===== config.mk =====
export PLATFORM = sky130hd
export DESIGN_NAME = hbi_decoder
export DESIGN_NICKNAME = d
export VERILOG_FILES = /design/src/rtl/hbi_pkg.sv /design/src/rtl/hbi_sync.sv /design/src/rtl/hbi_rdpath.sv /design/src/rtl/hbi_wrgate.sv /design/src/rtl/hbi_decoder.sv
export SDC_FILE = /design/constraint.sdc
export NUM_CORES = 1
export LEC_CHECK = 0
export CAP_MARGIN = 20
export CORE_UTILIZATION = 45
export DETAILED_ROUTE_END_ITERATION = 6
export GPL_TIMING_DRIVEN = 0
export PLACE_DENSITY = 0.78
export SYNTH_ARGS = -nofsm -noshare
export SYNTH_HDL_FRONTEND = slang
export SYNTH_SLANG_ARGS = --single-unit

===== constraint.sdc =====
create_clock -name clk -period 2.48 [get_ports clk]
set_clock_uncertainty 0.05 [all_clocks]
set_input_delay 0.496 -clock clk [delete_from_list [all_inputs] [get_ports clk]]
set_output_delay 0.496 -clock clk [all_outputs]
set_load 0.03 [all_outputs]

===== src/rtl/hbi_pkg.sv =====
package hbi_pkg;

    localparam int DATA_W = 8;

    localparam logic [DATA_W-1:0] CODE_SYSSET = 8'h40;
    localparam logic [DATA_W-1:0] CODE_SLEEP  = 8'h53;
    localparam int                RETRACE_BIT = 6;

    typedef enum logic [2:0] {
        OP_NONE = 3'd0,
        OP_STAT = 3'd1,
        OP_DRD  = 3'd2,
        OP_PWR  = 3'd3,
        OP_CWR  = 3'd4
    } op_e;

    typedef enum logic {
        MODE_STROBE = 1'b0,
        MODE_ENABLE = 1'b1
    } bus_mode_e;

    typedef struct packed {
        logic              cs_n;
        logic              a0;
        logic              rd;
        logic              wr;
        logic [DATA_W-1:0] d;
    } bus_smp_t;

    // Map one pin pattern onto an operation for the chosen bus style.
    function automatic op_e decode_op(input bus_mode_e mode, input logic cs_n,
                                      input logic a0, input logic rd, input logic wr);
        op_e op;
        op = OP_NONE;
        if (!cs_n) begin
            if (mode == MODE_STROBE) begin
                if (!rd && wr)      op = a0 ? OP_DRD : OP_STAT;
                else if (rd && !wr) op = a0 ? OP_CWR : OP_PWR;
                else                op = OP_NONE;
            end else begin
                if (wr) op = rd ? (a0 ? OP_DRD : OP_STAT)
                                : (a0 ? OP_CWR : OP_PWR);
            end
        end
        return op;
    endfunction

    function automatic logic cmd_allowed(input logic sleeping, input logic [DATA_W-1:0] code);
        return !sleeping || (code == CODE_SYSSET) || (code == CODE_SLEEP);
    endfunction

    function automatic logic [DATA_W-1:0] status_byte(input logic rt);
        logic [DATA_W-1:0] s;
        s = '0;
        s[RETRACE_BIT] = rt;
        return s;
    endfunction

endpackage


===== src/rtl/hbi_sync.sv =====
module hbi_sync #(
    parameter int W      = 12,
    parameter int STAGES = 2
) (
    input  logic         clk,
    input  logic         rst,
    input  logic [W-1:0] din,
    output logic [W-1:0] dout
);
    logic [W-1:0] stage_q [STAGES];

    genvar gi;
    generate
        for (gi = 0; gi < STAGES; gi++) begin : g_stage
            if (gi == 0) begin : g_first
                always_ff @(posedge clk) begin
                    if (rst) stage_q[gi] <= '1;
                    else     stage_q[gi] <= din;
                end
            end else begin : g_next
                always_ff @(posedge clk) begin
                    if (rst) stage_q[gi] <= '1;
                    else     stage_q[gi] <= stage_q[gi-1];
                end
            end
        end
    endgenerate

    assign dout = stage_q[STAGES-1];
endmodule


===== src/rtl/hbi_rdpath.sv =====
module hbi_rdpath
    import hbi_pkg::*;
(
    input  bus_mode_e         mode,
    input  logic              cs_n,
    input  logic              a0,
    input  logic              rd,
    input  logic              wr,
    input  logic              retrace,
    input  logic [DATA_W-1:0] core_rdata,
    output logic [DATA_W-1:0] dout,
    output logic              doe
);
    op_e raw_op;

    always_comb begin
        raw_op = decode_op(mode, cs_n, a0, rd, wr);
        doe    = (raw_op == OP_STAT) || (raw_op == OP_DRD);
        case (raw_op)
            OP_STAT: dout = status_byte(retrace);
            OP_DRD:  dout = core_rdata;
            default: dout = '0;
        endcase
    end
endmodule


===== src/rtl/hbi_wrgate.sv =====
module hbi_wrgate
    import hbi_pkg::*;
(
    input  logic              clk,
    input  logic              rst,
    input  op_e               cur_op,
    input  logic [DATA_W-1:0] cur_d,
    output logic              cmd_stb,
    output logic [DATA_W-1:0] cmd_code,
    output logic              par_stb,
    output logic [DATA_W-1:0] par_data,
    output logic              drd_stb,
    output logic              asleep
);
    op_e               prev_op;
    logic [DATA_W-1:0] prev_d;
    logic              par_ok;
    logic              op_end;

    assign op_end = (prev_op != cur_op);

    always_ff @(posedge clk) begin
        if (rst) begin
            prev_op <= OP_NONE;
            prev_d  <= '0;
        end else begin
            prev_op <= cur_op;
            prev_d  <= cur_d;
        end
    end

    always_ff @(posedge clk) begin
        if (rst) begin
            cmd_stb  <= 1'b0;
            par_stb  <= 1'b0;
            drd_stb  <= 1'b0;
            cmd_code <= '0;
            par_data <= '0;
            par_ok   <= 1'b1;
            asleep   <= 1'b0;
        end else begin
            cmd_stb <= 1'b0;
            par_stb <= 1'b0;
            drd_stb <= 1'b0;
            if (op_end) begin
                case (prev_op)
                    OP_CWR: begin
                        if (cmd_allowed(asleep, prev_d)) begin
                            cmd_stb  <= 1'b1;
                            cmd_code <= prev_d;
                            par_ok   <= 1'b1;
                            if (prev_d == CODE_SLEEP)  asleep <= 1'b1;
                            if (prev_d == CODE_SYSSET) asleep <= 1'b0;
                        end else begin
                            par_ok <= 1'b0;
                        end
                    end
                    OP_PWR: begin
                        if (par_ok) begin
                            par_stb  <= 1'b1;
                            par_data <= prev_d;
                        end
                    end
                    OP_DRD:  drd_stb <= 1'b1;
                    default: ;
                endcase
            end
        end
    end

    AST_CMD_PULSE: assert property (@(posedge clk) disable iff (rst)
        cmd_stb |=> !cmd_stb);
    AST_PAR_PULSE: assert property (@(posedge clk) disable iff (rst)
        par_stb |=> !par_stb);
    AST_SLEEP_FILTER: assert property (@(posedge clk) disable iff (rst)
        (cmd_stb && $past(asleep)) |-> (cmd_code == CODE_SYSSET || cmd_code == CODE_SLEEP));
    AST_SLEEP_ENTER: assert property (@(posedge clk) disable iff (rst)
        (cmd_stb && cmd_code == CODE_SLEEP) |-> asleep);
endmodule


===== src/rtl/hbi_decoder.sv =====
module hbi_decoder
    import hbi_pkg::*;
#(
    parameter int SYNC_STAGES = 2
) (
    input  logic              clk,
    input  logic              rst,
    input  logic              bus_mode,
    input  logic              bus_cs_n,
    input  logic              bus_a0,
    input  logic              bus_rd,
    input  logic              bus_wr,
    input  logic [DATA_W-1:0] bus_din,
    output logic [DATA_W-1:0] bus_dout,
    output logic              bus_doe,
    input  logic              retrace,
    input  logic [DATA_W-1:0] core_rdata,
    output logic              cmd_stb,
    output logic [DATA_W-1:0] cmd_code,
    output logic              par_stb,
    output logic [DATA_W-1:0] par_data,
    output logic              drd_stb,
    output logic              asleep
);
    localparam int SMP_W = $bits(bus_smp_t);

    bus_mode_e mode;
    bus_smp_t  raw_smp;
    bus_smp_t  sync_smp;
    op_e       sync_op;

    assign mode    = bus_mode_e'(bus_mode);
    assign raw_smp = '{cs_n: bus_cs_n, a0: bus_a0, rd: bus_rd, wr: bus_wr, d: bus_din};

    hbi_sync #(.W(SMP_W), .STAGES(SYNC_STAGES)) u_sync (
        .clk  (clk),
        .rst  (rst),
        .din  (raw_smp),
        .dout (sync_smp)
    );

    assign sync_op = decode_op(mode, sync_smp.cs_n, sync_smp.a0, sync_smp.rd, sync_smp.wr);

    hbi_rdpath u_rd (
        .mode       (mode),
        .cs_n       (bus_cs_n),
        .a0         (bus_a0),
        .rd         (bus_rd),
        .wr         (bus_wr),
        .retrace    (retrace),
        .core_rdata (core_rdata),
        .dout       (bus_dout),
        .doe        (bus_doe)
    );

    hbi_wrgate u_wr (
        .clk      (clk),
        .rst      (rst),
        .cur_op   (sync_op),
        .cur_d    (sync_smp.d),
        .cmd_stb  (cmd_stb),
        .cmd_code (cmd_code),
        .par_stb  (par_stb),
        .par_data (par_data),
        .drd_stb  (drd_stb),
        .asleep   (asleep)
    );

    AST_NO_DRIVE_DESEL: assert property (@(posedge clk) disable iff (rst)
        bus_cs_n |-> !bus_doe);
    AST_BOTH_LOW_IDLE: assert property (@(posedge clk) disable iff (rst)
        (!bus_mode && !bus_rd && !bus_wr) |-> !bus_doe);
    AST_STATUS_FMT: assert property (@(posedge clk) disable iff (rst)
        (bus_doe && !bus_a0) |-> ((bus_dout & ~(8'h01 << RETRACE_BIT)) == '0
                                  && bus_dout[RETRACE_BIT] == retrace));
    AST_STB_EXCL: assert property (@(posedge clk) disable iff (rst)
        $onehot0({cmd_stb, par_stb, drd_stb}));
endmodule


======== Yosys cells after proc, flatten, opt, wreduce, memory -nomap -nowiden ========
Memory sizes are Yosys's and may differ from the RTL's.
Index checks and enable logic that the tools add are counted.
storage, ports and cells
  flip-flop bits (word level) ............. 32
  latch bits .............................. 0
  bits in writable memories ............... 24
  ROM bits ................................ 0
  bits of input ports ..................... 24
  memories kept ........................... 1
operators by class
  add/sub/neg operators ................... 0
  multipliers ............................. 0
  div/mod/pow operators ................... 0
  $lt $le $gt $ge ......................... 0
  equal/unequal tests ..................... 8
  shift operators ......................... 0
  multiplexer cells ....................... 27
  bitwise operators ....................... 5
  reduce and logical (&&, ||, !) cells .... 20
memories
  memory          words  width  rd ports  clocked after Yosys merged registers in  write ports  RTL line        text
  u_sync.stage_q  2      12     2         0                                        2            hbi_sync.sv:10  logic [W-1:0] stage_q [STAGES];
operators by type and width
  cell                                                                   number
  3-bit two-way mux                                                      14
  12-bit two-way mux                                                     2
  8-bit by 7-bit equality test with 1-bit output, second input constant  2
  8-bit one-hot mux with 2 select lines                                  1
  3-bit by 2-bit equality test with 1-bit output, second input constant  3
  1-bit two-way mux                                                      8
  3-bit AND reduction                                                    2
  3-bit OR reduction                                                     2
  1-bit zero test                                                        5
  1-bit logical AND                                                      4
  2-bit two-way mux                                                      2
  4-bit AND reduction                                                    1
  3-bit by 1-bit equality test with 1-bit output, second input constant  1
  3-bit equality test, second input constant                             1
  1-bit logical OR                                                       3
  3-bit inequality test                                                  1
  1-bit inverter                                                         3
  1-bit OR                                                               2
  2-bit AND reduction                                                    1
  2-bit nonzero test                                                     1
  2-bit OR reduction                                                     1

======== Logic depth before layout (Yosys ltp) ========
An unclocked memory read counts as a cell.
  depth in word-level cells ............... 10
  gate-level depth with buffers ........... 8
  mapped depth without buffers ............ 7

======== Hierarchy ========
A second synthesis with hierarchy kept.
second synthesis, totals
  cell total of the unflattened synthesis .. 229
  area total of the unflattened synthesis .. 2,301.0 um^2
by module, submodules not included
  module       times used  cells an instance  area each (um^2)  seq. area each (um^2)
  hbi_wrgate   1           143                1,388.8           640.6
  hbi_sync     1           50                 653.1             480.5
  hbi_rdpath   1           24                 163.9             0.0
  hbi_decoder  1           12                 95.1              0.0

======== Least setup slack after synthesis ========
Ideal clock, no wire load.
  path kind ............................... in2out
  from .................................... input port bus_rd
  to ...................................... output port bus_dout[6]
  data arrival time ....................... 1.531 ns
  data required time ...................... 1.934 ns
  setup slack ............................. 0.403 ns
  stages .................................. 5
  path buffers ............................ 0
  cell sequence ........................... inv_1 > ha_1 > nand2b_1 > nand3_1 > a21oi_1
on the way
  word-level cells in the longest chain between the ends .. 7
ends and longest elaborated chain
  item                                                                                                                     RTL line                      text
  from (decl)                                                                                                              hbi_decoder.sv:11             input logic bus_rd,
  1-bit logical AND / 1-bit zero test (equally long branches)                                                              hbi_pkg.sv:38, hbi_pkg.sv:37
  3-bit two-way mux / 1-bit logical AND (equally long branches)                                                            hbi_pkg.sv:38, hbi_pkg.sv:37
  3-bit two-way mux                                                                                                        hbi_pkg.sv:37                 if (!rd && wr) op = a0 ? OP_DRD : OP_STAT;
  3-bit two-way mux (*)                                                                                                    hbi_pkg.sv:36                 if (mode == MODE_STROBE) begin
  3-bit two-way mux (*)                                                                                                    hbi_pkg.sv:35                 if (!cs_n) begin
  3-bit by 2-bit equality test with 1-bit output / 3-bit by 1-bit equality test with 1-bit output (equally long branches)  hbi_rdpath.sv:19              case (raw_op)
  8-bit one-hot mux with 2 select lines (*)                                                                                hbi_rdpath.sv:19
  to (decl)                                                                                                                hbi_decoder.sv:14             output logic [DATA_W-1:0] bus_dout,
Every way passes the cells marked *; elsewhere a longest branch is shown, timed or not.

======== Worst setup path in the final report ========
  from .................................... input port bus_mode
  to ...................................... output port bus_dout[4]
on the way
  word-level cells in the longest chain between the ends .. 4
ends and longest elaborated chain
  item                                                                                                                     RTL line          text
  from (decl)                                                                                                              hbi_decoder.sv:8  input logic bus_mode,
  3-bit two-way mux (*)                                                                                                    hbi_pkg.sv:36
  3-bit two-way mux (*)                                                                                                    hbi_pkg.sv:35
  3-bit by 2-bit equality test with 1-bit output / 3-bit by 1-bit equality test with 1-bit output (equally long branches)  hbi_rdpath.sv:19
  8-bit one-hot mux with 2 select lines (*)                                                                                hbi_rdpath.sv:19
Marks and branches as above.

==> results.yml <==
setup_path:
  crit_family: "buffers and inverters"
  required_ns: 1.93
  end_kind: "output port"
  critPathKind: "in2out"
  crit_chain: "clkdlybuf4s50_1, buf_6, nand2_2, o2111ai_4, nor2_4, and2_1, buf_2"
  r2r_cells: 6
  cp.arrival_ns: 1.84
  r2r_start: "u_sync.stage_q[1][10]"
  cpMaxStageDelayCell: "clkdlybuf4s50_1"
  worst_setup_path_start_kind: "primary input"
  r2r-end: "u_wr.par_data[2]"
  rrSetupSlack_ns: 0.40
  critPathMaxStageDelay_ns: 0.43
  worst-path-buf-inv: 3
  crit_fanout: 10
global_routing:
  first_global_vias: 1410
  grt_pass1_wl_um: 6130
  globalRouteMet1Util_pct: 18.9
  grt_max_degree: 19
  use_met3_pct: 4.62
  grt_use_met2_pct: 26.7
  top_usage_layer: "met2"
  grt_remaining_overflow: 0
  antenna_found_initial: 0
  grt_usage_pct: 15.5
drt:
  viasPerCell: 4.87
  totalWireLength_um: 3600
  drc: 0
  dr.pass1.iters: 4
  route.antenna.remaining_nets: 0
  wire_per_inst_um: 11.5
  drtIter0Drc: 40
  via_count: 1524
hold_path:
  hold_class: "reg2reg"
  hold_end: "u_sync.stage_q[1][0]"
  hp-start: "u_sync.stage_q[0][0]"
  hold_depth: 1
timing:
  period_needed_ns: 2.39
  fin_ws_ns: 0.0946
  fmax_mhz: 419
  slew_viol_final: 0
  finalHoldViolations: 0
  whs_ns: 0.366
  rsz0062_at_grt: "false"
  worst_slew_pin_slew_ns: 0.511
  setup_viol: 0
  fin_crit_sh_pct: 96.2
  relSlewSlack_pct: 65.9
  setup-tns-final_ns: 0
synth:
  ys_seq_area_share_pct: 53.5
  synth_cell_types: 39
  ys_seq_elements: 56
  synth_area_per_cell_sq_um: 10.4
  synth_nets: 228
  yosys_warnings: 0
  syn_inst: 202
  synth_area_sq_mm: 0.00210
placement:
  post-place-ws_ns: -0.724
  hpwl_um: 2620
  gp_congestion: 0.739
  io_buffer_count: 51
finish:
  seq_area_sq_mm: 0.00112
  drive_gt1_share_pct: 21.8
  area_delta_synth_final_pct: 34.4
  multi_input_area_sq_um: 967
  n_antenna_cell: 0
  fillers: 365
  fin_nets: 286
floorplanning:
  die-area_sq_mm: 0.00494
  die_h_um: 70.3
  die_w_um: 70.3
  design.portCount: 53
  initial_core_util_pct: 47.5
  std_cell_rows: 24
  fp.coreArea_sq_mm: 0.00441
pwr:
  ir_drop_mv: 0.359
  powerDensity_mw_per_mm2: 596
  power_uw: 1680
  power.leakage_uw: 0.00113
job:
  maxCapViolations: 0
clock_network:
  cts_inserted_buffers: 5
  cts.sinks: 56
  clk_path_buf_depth: 2
  tritoncts: "done"
  root_buffer: "clkbuf_8"
  htreeDepth: 2
  clock_latency_ns: 0.30
  clk_pin_slew_worst_paths_ns: 0.10
run_status:
  outcome: "complete, no violations"
==> cell usage in the layout (no fill, tap or decap), types with 5 or more instances in the layout <==
cell type | Yosys | final
and2_1 | 7 | 6
clkbuf_1 | 6 | 6
clkbuf_8 | 0 | 5
clkdlybuf4s50_1 | 0 | 40
dfxtp_1 | 56 | 56
mux2i_1 | 16 | 16
nand2_1 | 8 | 6
nand2b_1 | 17 | 16
nor2_1 | 14 | 13
nor2b_1 | 9 | 9
or2_2 | 24 | 24
==> synthesized netlist by cell type <==
| cell type | n | share of area, % |
|---|---|---|
| nand3_1 | 3 | 0.72 |
| and2_1 | 7 | 2.1 |
| nand3b_1 | 2 | 0.72 |
| buf_2 | 1 | 0.24 |
| or2_2 | 24 | 7.2 |
| nand2_1 | 8 | 1.4 |
| clkbuf_1 | 6 | 1.1 |
| a211oi_1 | 1 | 0.36 |
| a2111oi_2 | 1 | 0.72 |
| nor2b_1 | 9 | 2.7 |
| o2111ai_2 | 1 | 0.72 |
| xnor2_1 | 1 | 0.42 |
| a31oi_1 | 1 | 0.30 |
| ha_1 | 2 | 1.2 |
| inv_1 | 5 | 0.90 |
| a2111o_1 | 1 | 0.54 |
| xor2_1 | 1 | 0.42 |
| a21oi_1 | 4 | 0.95 |
| or3b_1 | 1 | 0.42 |
| and4bb_2 | 2 | 1.2 |
| nor2b_2 | 1 | 0.42 |
| o211a_1 | 1 | 0.48 |
| nand2b_1 | 17 | 5.1 |
| nor3_1 | 2 | 0.48 |
| nor2_1 | 14 | 2.5 |
| dfxtp_1 | 56 | 53 |
| o2111ai_1 | 1 | 0.42 |
| a21oi_4 | 1 | 0.78 |
| buf_1 | 1 | 0.18 |
| mux2i_1 | 16 | 7.6 |
| nand4bb_1 | 1 | 0.54 |
| a221oi_1 | 1 | 0.42 |
| a21o_1 | 1 | 0.36 |
| nor4_1 | 2 | 0.60 |
| and3_1 | 2 | 0.60 |
| nor3b_1 | 1 | 0.36 |
| o41a_1 | 1 | 0.54 |
| nand4b_1 | 1 | 0.42 |
| buf_6 | 1 | 0.54 |
==> per-stage QoR <==
step | utilization, % | instances | area, sq um
2_1_floorplan | - | 202 | 2100
3_3_place_gp | 60.5 | 305 | 2670
3_5_place_dp | 60.5 | 305 | 2670
4_1_cts | 63.4 | 313 | 2800
5_1_grt | 63.9 | 313 | 2820
6_report | 63.9 | 313 | 2820
==> cell families (layout without fill, tap and decap cells) <==
family | count (synthesis) | after routing | share of synthesized area [%]
simple gates | 97 | 97 | 27.4
buf+inv | 14 | 73 | 2.92
fa+ha+maj | 2 | 2 | 1.19
xor+xnor | 2 | 2 | 0.835
mux | 16 | 16 | 7.64
compound gates | 15 | 15 | 6.56
flops | 56 | 56 | 53.5
==> state kept, by name, indices dropped and copies added (netlist names) <==
register / cells
u_wr.drd_stb: 1
u_wr.cmd_code: 8
u_wr.par_stb: 1
u_wr.par_data: 8
u_wr.asleep: 1
u_wr.prev_op: 3
u_wr.cmd_stb: 1
u_wr.prev_d: 8
u_sync.stage_q: 24
u_wr.par_ok: 1
==> power breakdown <==
group          internal (uW)  switching, uW  total [uW]
clock                    306            287         593
combinational           79.8           64.1         144
sequential               927           16.3         943
==> worst reg2reg max path, stage by stage (launching register included) <==
cell and delay, ns:
dfxtp_1 0.47, ha_1 0.28, and3_1 0.19, a211oi_1 0.27, a221oi_1 0.15, a21oi_4 0.37
mux2i_1 0.24
==> how the worst max path moves through the flow <==
stage                     startpoint           to  slack [ns]  cells after the start
final                       bus_mode  bus_dout[4]        0.09                      7
after CTS                   bus_mode  bus_dout[4]        0.04                      6
after global routing        bus_mode  bus_dout[0]       0.008                      7
after global placement        bus_a0  bus_dout[1]       -0.71                      7
after detailed placement      bus_a0  bus_dout[1]       -0.72                      7
after floorplan               bus_rd  bus_dout[6]        0.40                      5
==> what timing repair did <==
item | in CTS | in global routing
hold buffers | 0 | 0
pin swaps | 2 | 1
endpoints found under the setup margin | 9 | 8
resized for setup | 57 | 6
setup buffers | 0 | 0
hold endpoints to repair | 0 | 0
==> area by class of cell <==
| class | count | share of cell area [%] |
|---|---|---|
| plain buffers | 9 | 1.73 |
| repair buffers | 51 | 17.1 |
| multi-input cells | 132 | 34.3 |
| clock inverters | 3 | 1.64 |
| flip-flops and latches | 56 | 39.8 |
| clock buffers | 5 | 2.44 |
| well taps | 52 | 2.31 |
| inverters | 5 | 0.666 |
==> routing by layer <==
layer / vias up / share of wire [%]
met5: - / 0
met1: 688 / 47
li1: 785 / -
met2: 49 / 48
met3: 2 / 4.8
met4: 0 / 0.39
(Power assumes the default switching activity.)
